$ cat src/rtl/ring_chk_pkg.sv
package ring_chk_pkg;

    localparam int RING_W     = 3;
    localparam int SEG_W      = 15;
    localparam int ADDR_W     = 18;
    localparam int PAGE_SHIFT = 4;
    localparam int BOUND_W    = ADDR_W - PAGE_SHIFT;

    // violation mask bit positions (decoded downstream as fault subtype)
    localparam int VB_ORDER     = 0;
    localparam int VB_RD_RANGE  = 1;
    localparam int VB_FOREIGN   = 2;
    localparam int VB_WR_RANGE  = 3;
    localparam int VB_WR_OFF    = 4;
    localparam int VB_BOUND     = 5;
    localparam int VIOL_W       = 6;

    typedef logic [VIOL_W-1:0] viol_t;

    typedef struct packed {
        logic              valid;
        viol_t             mask;
        logic              fault;
        logic [RING_W-1:0] ring;
    } chk_result_t;

    function automatic logic brackets_ordered(
        input logic [RING_W-1:0] lo,
        input logic [RING_W-1:0] mid,
        input logic [RING_W-1:0] hi
    );
        return (lo <= mid) && (mid <= hi);
    endfunction

endpackage

$ cat src/rtl/ring_rewrite_chain.sv
module ring_rewrite_chain
    import ring_chk_pkg::*;
#(
    parameter int RW = RING_W,
    parameter int SW = SEG_W
) (
    input  logic [RW-1:0] br_lo_i,
    input  logic [RW-1:0] br_mid_i,
    input  logic [RW-1:0] br_hi_i,
    input  logic          rd_perm_i,
    input  logic          wr_perm_i,
    input  logic [RW-1:0] tgt_ring_i,
    input  logic [SW-1:0] tgt_seg_i,
    input  logic [RW-1:0] proc_ring_i,
    input  logic [SW-1:0] proc_seg_i,
    output viol_t         viol_o,
    output logic [RW-1:0] ring_o
);
    logic          same_seg;
    logic [RW-1:0] ring_after_rd;
    logic [RW-1:0] ring_before_wr;

    assign same_seg = (tgt_seg_i == proc_seg_i);

    // stage 1: read permit rewrite
    assign ring_after_rd  = rd_perm_i ? tgt_ring_i : proc_ring_i;
    // stage 2: own-segment rewrite ahead of the write bracket
    assign ring_before_wr = same_seg ? proc_ring_i : ring_after_rd;
    // stage 3: write permit rewrite
    assign ring_o         = wr_perm_i ? ring_before_wr : proc_ring_i;

    always_comb begin
        viol_o              = '0;
        viol_o[VB_ORDER]    = !brackets_ordered(br_lo_i, br_mid_i, br_hi_i);
        viol_o[VB_RD_RANGE] = (tgt_ring_i > br_mid_i);
        viol_o[VB_FOREIGN]  = !rd_perm_i && !same_seg;
        viol_o[VB_WR_RANGE] = (ring_before_wr > br_lo_i);
        viol_o[VB_WR_OFF]   = !wr_perm_i;
    end

    // the final ring is always one of the two source rings
    always_comb begin
        a_r8_ring_source: assert (ring_o == tgt_ring_i || ring_o == proc_ring_i)
            else $error("ring rewrite produced an unknown ring");
    end

endmodule

$ cat config.mk
export PLATFORM = sky130hd
export DESIGN_NAME = ring_rewrite_chain
export DESIGN_NICKNAME = d
export VERILOG_FILES = /design/src/rtl/ring_chk_pkg.sv /design/src/rtl/ring_rewrite_chain.sv
export SDC_FILE = /design/constraint.sdc
export NUM_CORES = 1
export LEC_CHECK = 0
export BUFFER_PORTS_ARGS = -buffer_cell sky130_fd_sc_hd__buf_2
export CAP_MARGIN = 10
export CELL_PAD_IN_SITES_DETAIL_PLACEMENT = 1
export CELL_PAD_IN_SITES_GLOBAL_PLACEMENT = 1
export CORE_AREA = 2 2 68 44
export DETAILED_ROUTE_END_ITERATION = 10
export DIE_AREA = 0 0 70 46
export GPL_ROUTABILITY_DRIVEN = 1
export PLACE_DENSITY_LB_ADDON = 0.1
export SYNTH_ARGS = -nofsm -noshare
export SYNTH_HDL_FRONTEND = slang
export SYNTH_SLANG_ARGS = --single-unit
$ cat constraint.sdc
create_clock -name vclk -period 2.3
set_clock_uncertainty 0.1 [all_clocks]
set_input_delay 0.23 -clock vclk [all_inputs]
set_output_delay 0.23 -clock vclk [all_outputs]
set_load 0.01 [all_outputs]
==> flow_metrics.env <==
export IMPL_cp_arrival_ns=2.16
export IMPL_failed_checks="negative setup slack"
export IMPL_grtUsageMet2=0.217
export IMPL_cp_required_ns=1.97
export IMPL_synth_area_top_cells="ha_1, xnor2_1, mux2_2"
export IMPL_vias=675
export IMPL_drc=0
export IMPL_hold_violations=0
export IMPL_gp_congestion=0.674
export IMPL_first_pass_iters=2
export IMPL_grt_antenna_before_repair=0
export IMPL_grt_busiest_layer="met2"
export IMPL_cp_end_kind="primary output"
export IMPL_diodes=0
export IMPL_postLayoutCoreUtil=0.383
export IMPL_ys_types=20
export IMPL_finalPower_uw=195
export IMPL_ios=56
export IMPL_place_port_buffers=55
export IMPL_cap_violations=0
export IMPL_syn_area_per_cell_um2=7.77
export IMPL_dieArea_um2=3220
export IMPL_drtIter0Drc=6
export IMPL_seq_area_um2=0
export IMPL_grt_start_max_net_pins=4
export IMPL_total_leakage_power_uw=0.000571
export IMPL_yosysSeqAreaShare=0
export IMPL_grt_pass1_wl_um=2830
export IMPL_fin_crit_ns=2.49
export IMPL_synth_largest_area_cell="ha_1"
export IMPL_final_nets=188
export IMPL_post_route_period_util=1.08
export IMPL_num_rows=15
export IMPL_power_density_nw_per_um2=191
export IMPL_slew_violations=0
export IMPL_wl_per_cell_um=11.3
export IMPL_min_path_type="input pin to primary output"
export IMPL_clock_fmax_mhz=402
export IMPL_start_util=0.207
export IMPL_netlist_area_um2=552
export IMPL_grt_usage=0.110
export IMPL_status="complete, but fails checks"
export IMPL_ys_warnings_count=0
export IMPL_synth_top_area_frac=0.272
export IMPL_peakVddDrop_mv=0.0530
export IMPL_detail_route_antenna_nets=0
export IMPL_drive_gt1_frac=0.598
export IMPL_cp_start_kind="input pin"
export IMPL_nClkBuffers=0
export IMPL_crit_type="input pin to primary output"
export IMPL_crit_fanout=3
export IMPL_use_met1=0.143
export IMPL_dpl_worst_slack_ns=-0.276
export IMPL_n_sequential_cell=0
export IMPL_grt_overflow=0
export IMPL_critPathLaunch="tgt_seg_i[2]"
export IMPL_grt_pass1_vias=684
export IMPL_avgViaCountPerCell=4.19
export IMPL_setup_slack_ns=-0.186
export IMPL_wl_um=1820
export IMPL_min_from="wr_perm_i"
export IMPL_syn_num_nets=130
export IMPL_postSynthCellCount=71
export IMPL_die_x_um=70
export IMPL_die_height_um=46
export IMPL_use_met3=0.00885
export IMPL_dp_hpwl_um=1680
export IMPL_rsz0062_at_grt="true"
export IMPL_area_growth_pct=84.8
export IMPL_core_area_um2=2670
export IMPL_setup_viol=1
export IMPL_fin_hold_ws_ns=0.605
==> final cells by class <==
| cell class | instances | area (um2) |
|---|---|---|
| well taps | 34 | 42.5 |
| fillers | 341 | 1650 |
| repair buffers | 57 | 334 |
| inverters | 12 | 45.0 |
| multi-input cells | 58 | 598 |
==> layout by cell type (no fill, tap or decap) <==
| cell type | n |
|---|---|
| o21a_1 | 2 |
| xnor2_1 | 6 |
| a31oi_1 | 2 |
| or2b_4 | 1 |
| nor2_1 | 1 |
| buf_6 | 7 |
| buf_4 | 2 |
| mux2_4 | 1 |
| nor2b_1 | 2 |
| a21o_1 | 2 |
| buf_2 | 48 |
| ha_4 | 1 |
| a21oi_1 | 2 |
| o21ai_0 | 2 |
| inv_1 | 12 |
| xnor2_2 | 9 |
| nor2_2 | 1 |
| conb_1 | 1 |
| ha_1 | 11 |
| nand4_1 | 3 |
| mux2_2 | 4 |
| nor4_4 | 1 |
| nand2_1 | 2 |
| mux2i_2 | 1 |
| nand3_1 | 3 |
==> worst max-delay path, cell delays in order <==
cell and delay (ns):
buf_6 0.10, xnor2_2 0.14, nand3_1 0.14, nor4_4 0.33, or2b_4 0.19, mux2_4 0.31, ha_4 0.27, a21o_1 0.10
a21oi_1 0.06, a31oi_1 0.14, buf_2 0.15
==> cells by family after synthesis <==
| kind of cell | Yosys count | synth area share |
|---|---|---|
| xor gates and xnor gates | 15 | 0.238 |
| muxes | 6 | 0.120 |
| and+or+nand+nor | 14 | 0.154 |
| other | 1 | 0.00680 |
| buffers and inverters | 13 | 0.0952 |
| adders and majority gates | 12 | 0.272 |
| AOI/OAI and AO/OA | 10 | 0.113 |
==> routing by layer <==
metal | up-vias | wire [um]
li1 | 351 | -
met4 | 0 | 0
met5 | - | 0
met2 | 15 | 964
met1 | 309 | 783
met3 | 0 | 76
==> where the power goes <==
part / internal, uW / switching (uW) / leakage, uW
clock: 0 / 0 / 0
combinational: 112 / 83.2 / 0.000571
sequential: 0 / 0 / 0
==> metrics by stage <==
step / cells / cell area [um2] / setup TNS, ns
2_1_floorplan: 71 / 593 / -0.0119
3_3_place_gp: 160 / 911 / -0.198
3_5_place_dp: 160 / 911 / -0.276
4_1_cts: 161 / 1010 / -0.213
5_1_grt: 161 / 1020 / -0.316
6_report: 161 / 1020 / -0.186
==> cells in the mapped netlist <==
| master | count |
|---|---|
| inv_1 | 12 |
| ha_1 | 12 |
| nor2b_1 | 2 |
| xnor2_1 | 15 |
| nand2_1 | 2 |
| nor2_2 | 1 |
| mux2i_1 | 1 |
| conb_1 | 1 |
| nor4_2 | 1 |
| a31oi_1 | 2 |
| o21ai_0 | 2 |
| or2b_2 | 1 |
| a21o_1 | 2 |
| o21a_1 | 2 |
| buf_4 | 1 |
| nand4_1 | 3 |
| nand3_1 | 3 |
| mux2_2 | 5 |
| nor2_1 | 1 |
| a21oi_1 | 2 |
==> worst paths after layout <==
path,slack (ns),cells after the start,to
min,0.60,3,viol_o[4]
max,-0.19,11,viol_o[3]
==> repair_timing <==
item | 4_1_cts | 5_1_grt
gates cloned | 0 | 0
hold endpoints to repair | 0 | 0
buffers inserted | 1 | 0
pin swaps | 14 | 1
setup endpoints to repair | 1 | 1
gates resized for setup | 14 | 1
hold buffers | 0 | 0
Note: power is estimated with default switching activity, not from simulation.
